## src/rtl/rtc_pkg.sv

```systemverilog
package rtc_pkg;
   localparam int unsigned WORD_W = 32;
   localparam int unsigned ADDR_W = 24;
   localparam int unsigned BITS_W = 5;

   localparam logic [ADDR_W-1:0] A_COUNT = 24'h200000;
   localparam logic [ADDR_W-1:0] A_STORE = 24'h200001;
   localparam logic [ADDR_W-1:0] A_SNAP  = 24'h204000;
   localparam logic [ADDR_W-1:0] A_TON   = 24'h210000;
   localparam logic [ADDR_W-1:0] A_TOFF  = 24'h210001;
   localparam logic [ADDR_W-1:0] A_TEST  = 24'h210004;
   localparam logic [ADDR_W-1:0] A_STAT  = 24'h21000C;
   localparam logic [ADDR_W-1:0] A_CTRL  = 24'h21000D;

   localparam int unsigned BIT_UNSTABLE = 11;
   localparam int unsigned BIT_BATTLOW  = 9;

   typedef enum logic [1:0] {PH_CMD, PH_DATA, PH_DONE} phase_t;

   typedef enum logic [3:0] {
      RK_NONE, RK_COUNT, RK_STORE, RK_SNAP, RK_TON,
      RK_TOFF, RK_TEST, RK_STAT, RK_CTRL
   } reg_kind_t;
endpackage

```

## src/rtl/rtc_ser_port.sv

```systemverilog
module rtc_ser_port
   import rtc_pkg::*;
(
   input  logic              clk,
   input  logic              rst_n,
   input  logic              cs_n,
   input  logic              bit_stb,
   input  logic              mosi,
   output logic              miso,
   output logic              cmd_wr,
   output logic [ADDR_W-1:0] cmd_addr,
   input  logic [WORD_W-1:0] rd_word,
   output logic              wr_stb,
   output logic [WORD_W-1:0] wr_word
);
   phase_t              phase_q;
   logic [BITS_W-1:0]   bits_q;
   logic [WORD_W-1:0]   shift_q;
   logic                load_q;
   logic [WORD_W-1:0]   shift_in;

   assign shift_in = {shift_q[WORD_W-2:0], mosi};
   assign wr_word  = shift_q;
   assign miso     = (!cs_n && phase_q == PH_DATA && !cmd_wr) ? shift_q[WORD_W-1] : 1'b0;

   always_ff @(posedge clk or negedge rst_n) begin
      if (!rst_n) begin
         phase_q  <= PH_CMD;
         bits_q   <= '0;
         shift_q  <= '0;
         load_q   <= 1'b0;
         wr_stb   <= 1'b0;
         cmd_wr   <= 1'b0;
         cmd_addr <= '0;
      end else if (cs_n) begin
         phase_q <= PH_CMD;
         bits_q  <= '0;
         load_q  <= 1'b0;
         wr_stb  <= 1'b0;
      end else begin
         load_q <= 1'b0;
         wr_stb <= 1'b0;
         if (load_q) shift_q <= rd_word;
         if (bit_stb) begin
            unique case (phase_q)
               PH_CMD: begin
                  shift_q <= shift_in;
                  bits_q  <= bits_q + 1'b1;
                  if (&bits_q) begin
                     phase_q  <= PH_DATA;
                     cmd_wr   <= shift_in[WORD_W-1];
                     cmd_addr <= {1'b0, shift_in[WORD_W-2:WORD_W-ADDR_W]};
                     load_q   <= !shift_in[WORD_W-1];
                  end
               end
               PH_DATA: begin
                  shift_q <= shift_in;
                  bits_q  <= bits_q + 1'b1;
                  if (&bits_q) begin
                     phase_q <= PH_DONE;
                     wr_stb  <= cmd_wr;
                  end
               end
               default: ;
            endcase
         end
      end
   end


   cs_restart_chk: assert property (@(posedge clk) disable iff (!rst_n)
      cs_n |=> (phase_q == PH_CMD && bits_q == '0 && !wr_stb));


   no_stb_on_load_chk: assert property (@(posedge clk) disable iff (!rst_n)
      load_q |-> !bit_stb);
endmodule

```

## src/rtl/rtc_sec_counter.sv

```systemverilog
module rtc_sec_counter
   import rtc_pkg::*;
#(
   parameter int unsigned DIV = 32768
) (
   input  logic              clk,
   input  logic              rst_n,
   input  logic              ref_tick,
   input  logic              ld,
   input  logic [WORD_W-1:0] ld_val,
   output logic [WORD_W-1:0] count
);
   localparam int unsigned PW = (DIV > 2) ? $clog2(DIV) : 1;
   localparam logic [PW-1:0] PRE_LAST = PW'(DIV - 1);

   generate
      if (DIV < 2) begin : g_bad_div
         $error("rtc_sec_counter: DIV must be at least 2");
      end
   endgenerate

   logic [PW-1:0] pre_q;
   logic          roll;

   assign roll = ref_tick && (pre_q == PRE_LAST);

   always_ff @(posedge clk or negedge rst_n) begin
      if (!rst_n) begin
         pre_q <= '0;
         count <= '0;
      end else if (ld) begin
         pre_q <= '0;
         count <= ld_val;
      end else if (ref_tick) begin
         pre_q <= roll ? '0 : pre_q + 1'b1;
         if (roll) count <= count + 1'b1;
      end
   end


   step_once_chk: assert property (@(posedge clk) disable iff (!rst_n)
      (!ld && roll) |=> count == $past(count) + 32'd1);


   hold_idle_chk: assert property (@(posedge clk) disable iff (!rst_n)
      (!ld && !ref_tick) |=> $stable(count));


   load_wins_chk: assert property (@(posedge clk) disable iff (!rst_n)
      ld |=> (count == $past(ld_val) && pre_q == '0));
endmodule

```

## src/rtl/rtc_regfile.sv

```systemverilog
module rtc_regfile
   import rtc_pkg::*;
#(
   parameter int unsigned       SRAM_WORDS   = 16,
   parameter logic [WORD_W-1:0] TEST_PATTERN = 32'hC0DE_0000
) (
   input  logic              clk,
   input  logic              rst_n,
   input  logic [ADDR_W-1:0] addr,
   input  logic              wr_stb,
   input  logic [WORD_W-1:0] wr_word,
   input  logic [WORD_W-1:0] count,
   input  logic              pwr_unstable,
   input  logic              batt_low,
   output logic [WORD_W-1:0] rd_word,
   output logic              cnt_ld,
   output logic [WORD_W-1:0] cnt_ld_val
);
   localparam int unsigned IW = $clog2(SRAM_WORDS);
   localparam logic [ADDR_W-1:0] STORE_LAST = A_STORE + ADDR_W'(SRAM_WORDS - 1);

   generate
      if (SRAM_WORDS < 2 || SRAM_WORDS > 16) begin : g_bad_words
         $error("rtc_regfile: SRAM_WORDS must lie in 2..16");
      end
   endgenerate

   reg_kind_t         kind;
   logic [IW-1:0]     idx;
   logic [WORD_W-1:0] store_q [SRAM_WORDS];
   logic [WORD_W-1:0] snap_q, ton_q, toff_q, ctrl_q;
   logic [WORD_W-1:0] stat_word;

   always_comb begin
      kind = RK_NONE;
      idx  = IW'(addr - A_STORE);
      if (addr == A_COUNT)                           kind = RK_COUNT;
      else if (addr >= A_STORE && addr <= STORE_LAST) kind = RK_STORE;
      else if (addr == A_SNAP)                       kind = RK_SNAP;
      else if (addr == A_TON)                        kind = RK_TON;
      else if (addr == A_TOFF)                       kind = RK_TOFF;
      else if (addr[ADDR_W-1:2] == A_TEST[ADDR_W-1:2]) kind = RK_TEST;
      else if (addr == A_STAT)                       kind = RK_STAT;
      else if (addr == A_CTRL)                       kind = RK_CTRL;
   end

   always_comb begin
      stat_word = '0;
      stat_word[BIT_UNSTABLE] = pwr_unstable;
      stat_word[BIT_BATTLOW]  = batt_low;
   end

   always_comb begin
      unique case (kind)
         RK_COUNT: rd_word = count;
         RK_STORE: rd_word = store_q[idx];
         RK_SNAP:  rd_word = snap_q;
         RK_TON:   rd_word = ton_q;
         RK_TOFF:  rd_word = toff_q;
         RK_TEST:  rd_word = TEST_PATTERN | WORD_W'(addr[1:0]);
         RK_STAT:  rd_word = stat_word;
         RK_CTRL:  rd_word = ctrl_q;
         default:  rd_word = '0;
      endcase
   end

   assign cnt_ld     = wr_stb && (kind == RK_COUNT);
   assign cnt_ld_val = wr_word;

   genvar gi;
   generate
      for (gi = 0; gi < SRAM_WORDS; gi++) begin : g_store
         always_ff @(posedge clk or negedge rst_n) begin
            if (!rst_n) store_q[gi] <= '0;
            else if (wr_stb && kind == RK_STORE && idx == IW'(gi)) store_q[gi] <= wr_word;
         end
      end
   endgenerate

   always_ff @(posedge clk or negedge rst_n) begin
      if (!rst_n) begin
         snap_q <= '0;
         ton_q  <= '0;
         toff_q <= '0;
         ctrl_q <= '0;
      end else if (wr_stb) begin
         unique case (kind)
            RK_SNAP: snap_q <= count;
            RK_TON:  ton_q  <= wr_word;
            RK_TOFF: toff_q <= wr_word;
            RK_CTRL: ctrl_q <= wr_word;
            default: ;
         endcase
      end
   end


   snap_capture_chk: assert property (@(posedge clk) disable iff (!rst_n)
      (wr_stb && kind == RK_SNAP) |=> snap_q == $past(count));


   ignored_write_chk: assert property (@(posedge clk) disable iff (!rst_n)
      (wr_stb && (kind == RK_TEST || kind == RK_STAT || kind == RK_NONE))
      |=> ($stable(ctrl_q) && $stable(ton_q) && $stable(toff_q) && $stable(snap_q)));
endmodule

```

## src/rtl/rtc_serial_slave.sv

```systemverilog
module rtc_serial_slave
   import rtc_pkg::*;
#(
   parameter int unsigned       DIV          = 32768,
   parameter int unsigned       SRAM_WORDS   = 16,
   parameter logic [WORD_W-1:0] TEST_PATTERN = 32'hC0DE_0000
) (
   input  logic clk,
   input  logic rst_n,
   input  logic ref_tick,
   input  logic cs_n,
   input  logic bit_stb,
   input  logic mosi,
   output logic miso,
   input  logic pwr_unstable,
   input  logic batt_low
);
   logic              cmd_wr;
   logic [ADDR_W-1:0] cmd_addr;
   logic [WORD_W-1:0] rd_word, wr_word, count, cnt_ld_val;
   logic              wr_stb, cnt_ld;

   rtc_ser_port u_port (
      .clk, .rst_n, .cs_n, .bit_stb, .mosi, .miso,
      .cmd_wr, .cmd_addr, .rd_word, .wr_stb, .wr_word
   );

   rtc_regfile #(.SRAM_WORDS(SRAM_WORDS), .TEST_PATTERN(TEST_PATTERN)) u_regs (
      .clk, .rst_n, .addr(cmd_addr), .wr_stb, .wr_word, .count,
      .pwr_unstable, .batt_low, .rd_word, .cnt_ld, .cnt_ld_val
   );

   rtc_sec_counter #(.DIV(DIV)) u_secs (
      .clk, .rst_n, .ref_tick, .ld(cnt_ld), .ld_val(cnt_ld_val), .count
   );


   miso_quiet_chk: assert property (@(posedge clk) disable iff (!rst_n)
      (cs_n || cmd_wr) |-> !miso);
endmodule

```

## config.mk

```make
export PLATFORM = sky130hd
export DESIGN_NAME = rtc_serial_slave
export DESIGN_NICKNAME = d
export VERILOG_FILES = /design/src/rtl/rtc_pkg.sv /design/src/rtl/rtc_ser_port.sv /design/src/rtl/rtc_sec_counter.sv /design/src/rtl/rtc_regfile.sv /design/src/rtl/rtc_serial_slave.sv
export SDC_FILE = /design/constraint.sdc
export NUM_CORES = 1
export LEC_CHECK = 0
export BUFFER_PORTS_ARGS = -buffer_cell sky130_fd_sc_hd__buf_2
export CAP_MARGIN = 15
export CORE_AREA = 4 4 288 290
export CTS_CLUSTER_DIAMETER = 200
export DETAILED_ROUTE_END_ITERATION = 6
export DIE_AREA = 0 0 292 294
export PLACE_DENSITY = 0.64
export SLEW_MARGIN = 20
export SYNTH_ARGS = -nofsm -noshare
export SYNTH_HDL_FRONTEND = slang
export SYNTH_SLANG_ARGS = --single-unit
```

## constraint.sdc

```tcl
create_clock -name clk -period 8.3 [get_ports clk]
set_input_delay 0.83 -clock clk [delete_from_list [all_inputs] [get_ports clk]]
set_output_delay 0.83 -clock clk [all_outputs]
set_load 0.005 [all_outputs]
```

==> summary.md <==
| Metric | Value |
|---|---|
| Post-Place Cells | roughly 3300 |
| Share of the synthesized area in the top cell type | 53.7% |
| Vias | 21028 |
| Initial core utilization | 43.7% |
| Postcts setup bufs | 0 |
| Slew headroom | 23.0% |
| DP Wirelength | ~52000 um |
| Fin crit share | between 50 and 60% |
| Layout fillers | 6795 |
| Worst-Margin Slew | 1.15 ns |
| Crit path buffers/inverters | 3 |
| Overflow after GRT | 0 |
| Core area | 80300 um2 |
| Via/cell ratio | 6.08 |
| CTS tree | yes |
| Number of flops mapped to enable cells by yosys | 0 |
| Clock Latency Late Sink | slightly above 0.6 ns |
| Startpoint types | flop |
| Syn-to-layout area delta | 10.4% |
| RSZ-0062 raised after global routing | false |
| Placement row count | 104 |
| Skew final | 0.0161 ns |
| Worst EP required | 8.80 ns |
| Synth area leader | dfrtp_1 |
| Fraction of layout cells with a size suffix above 1 | 38.5% |
| Max Freq | 0.210 GHz |
| Seq. cell area | 18800 um2 |
| Max-cap violations | 0 |
| Worst stage delay on the critical path | 0.78 ns |
| Die Area | around 86000 um2 |
| Crit path cell chain | inv_1 -> ha_4 -> or3b_2 -> nor3_1 -> nand4_1 -> o31ai_4 -> buf_4 -> nand4_1 -> buf_4 -> mux2_2 |
| Distinct cells, synth | 60 |
| Routed WL per cell | 26.0 um |
| Seq/Total Area, Yosys | 53.7% |
| Die W | 292 um |
| Synth cell count leaders | dfrtp_1, mux2_2, mux4_2 |
| Cells after Synth | 2420 |
| Largest net degree at the start of global routing | 177 |
| Worst R2R Setup Slack | 3.54 ns |
| #FFs+latches synth | 752 |
| Slowest-stage cell, CP | dfrtp_4 |
| Critical Path AT | 5.26 ns |
| Clock sinks | 752 |
| Fin. Hold Viols | 0 |
| PD cells | 194 nW/um2 |
| CTS Root Cell | clkbuf_16 |
| Fin crit period | 4.76 ns |
| Most common cell in the netlist | dfrtp_1 |
| Synth Warn # | 0 |
| Ant diodes | 0 |
| Mean Syn Cell Area | approximately 14 um2 |
| Port Buf Inserts | 8 |
| RR Endpoint | u_regs.store_q[488] |
| Antenna-violating nets left | 0 |
| Post-CTS Resized | 0 |
| Primary FF master, synth | dfrtp_1 |
| CTS H-tree depth | 3 |
| Clock buffer depth | 3 |
| Final GP Congestion | 0.828 |
| Vias in the first global route | 22539 |
| Detailed Routing Iterations Pass 1 | 5 |
| Die height | approximately 290 um |
| Drt drc | 0 |
| 1st-iter DRT viols | 1562 |
| Worst setup path category | reg -> reg |
| Worst Path Max Fanout | 44 |
| Count of final setup violators | 0 |
| Hold Buf Count CTS | 0 |
| Clk pin slew, worst setup/hold paths | 0.06 ns |
| Final nets | roughly 2400 |
| P_leak | roughly 18 nW |
| R2r startpoint | u_port.cmd_addr[0] |
| Number of CTS-inserted buffers | 79 |
| Setup TNS | 0 ns |
| Final non-filler cell total | 3461 |
| Routed wire length | approximately 90000 um |
| Multi-input logic area | 15300 um2 |
| All-Layer GR Usage | a little over a fifth |
| Setup crit end kind | flop |
| Initial antenna violation count | 0 |
| Max Slew Vio Count | 0 |
| Class of the worst hold path | in -> async |
| Maximum vdd drop | between 100 and 150 uV |
| Top cells by area, synth | dfrtp_1, mux2_2, mux4_2 |
| Syn_nets | 2437 |
| IO Pins | 9 |
| Post-synth ARST share | 100% |
| Worst reg2reg path depth | 10 |
| Global-route wire length before repair | 142000 um |
| Mapped Area | 35000 um2 |
| Cell family with most CP delay | simple AND/OR/NAND/NOR gates |
| Outcome | complete, no violations |
-- cells in the final DEF (no fill, tap or decap), types with 19 or more instances in the layout --
cell type	netlist	final
a21oi_1	43	42
a22o_1	20	20
a22oi_1	66	66
buf_4	3	37
clkbuf_16	0	83
clkbuf_8	0	26
dfrtp_1	752	750
mux2_1	114	114
mux2_2	550	550
mux2i_1	33	33
mux4_2	160	160
nand2_1	60	60
nand3_1	58	57
nand4_1	26	26
nor2_1	91	90
nor3_1	21	20
o211ai_1	21	21
xnor2_1	25	24
xor2_1	20	19
-- where the power goes --
| group | switching (mW) | total, mW | internal [mW] |
|---|---|---|---|
| Clock | 1.46 | 3.68 | 2.21 |
| Sequential | 0.0185 | 3.70 | 3.68 |
| Combinational | 0.0974 | 0.119 | 0.0217 |
| Total | 1.58 | 7.50 | 5.92 |
-- cell families (layout without fill, tap and decap cells) --
kind of cell / count (synthesis) / in the layout / synth area share (%)
buffers and inverters: 226 / 207 / 2.91
XOR/XNOR: 45 / 45 / 1.12
flip-flops: 752 / 752 / 53.7
AND/OR/NAND/NOR: 347 / 347 / 5.62
AO/OA/AOI/OAI: 184 / 184 / 3.78
adder cells (fa/ha/maj): 9 / 9 / 0.321
multiplexers: 857 / 857 / 32.6
-- state kept, by name, indices dropped and copies added (netlist names) --
| register | flops |
|---|---|
| u_port.cmd_wr | 1 |
| u_secs.pre_q | 15 |
| u_port.wr_word | 32 |
| u_port.load_q | 1 |
| u_regs.snap_q | 32 |
| u_secs.count | 32 |
| u_port.cmd_addr | 23 |
| u_regs.store_q | 512 |
| u_port.wr_stb | 1 |
| u_regs.ctrl_q | 32 |
| u_port.phase_q | 2 |
| u_port.bits_q | 5 |
| u_regs.ton_q | 32 |
| u_regs.toff_q | 32 |
-- worst register-to-register path, stage by stage (launching register included) --
cell and delay [ns]:
dfrtp_4 0.78, inv_1 0.29, ha_4 0.34, or3b_2 0.51
nor3_1 0.35, nand4_1 0.25, o31ai_4 0.10, buf_4 0.35
nand4_1 0.73, buf_4 0.59, mux2_2 0.35
-- layer usage --
metal / global-route usage [%] / vias up / routed length (um)
li1: - / 8861 / -
met1: 30.2 / 11431 / 40400
met2: 33.9 / 606 / 42200
met3: 3.97 / 130 / 5530
met4: 5.82 / 0 / 1910
met5: 0 / - / 0
-- how the worst max path moves through the flow --
stage | from | endpoint | slack (ns) | cells past startpoint
2_1_floorplan | u_port.cmd_addr[0] | u_regs.store_q[10] | 4.63 | 13
3_3_place_gp | u_port.cmd_addr[0] | u_regs.store_q[482] | 3.66 | 10
3_5_place_dp | u_port.cmd_addr[0] | u_regs.store_q[487] | 3.55 | 10
4_1_cts | u_port.cmd_addr[0] | u_regs.store_q[487] | 3.54 | 10
5_1_grt | u_port.cmd_addr[0] | u_regs.store_q[484] | 3.35 | 10
6_report | u_port.cmd_addr[0] | u_regs.store_q[488] | 3.54 | 10
-- through the flow --
| step | utilization, % | total power [mW] | cell area [um2] | setup WS, ns | hold slack, ns |
|---|---|---|---|---|---|
| finish | 48.2 | 7.50 | 38700 | 3.54 | 0.211 |
| CTS | 48.2 | 7.58 | 38700 | 3.54 | 0.233 |
| global placement | 44.7 | 3.89 | 35900 | 3.66 | 0.468 |
| floorplan | - | 3.79 | 35000 | 4.63 | 0.459 |
| global route | 48.2 | 7.76 | 38700 | 3.35 | 0.254 |
| detailed placement | 44.8 | 3.89 | 36000 | 3.55 | 0.479 |
-- cell type report --
| type | count | share of cell area, % |
|---|---|---|
| clock buffer | 123 | 6.43 |
| clock inverter | 19 | 0.614 |
| inverter | 14 | 0.136 |
| multi-input combinational | 1442 | 39.6 |
| sequential | 752 | 48.6 |
| tap | 1060 | 3.43 |
| timing repair buffer | 51 | 1.15 |
No activity file was read; power rests on OpenSTA's default activity.
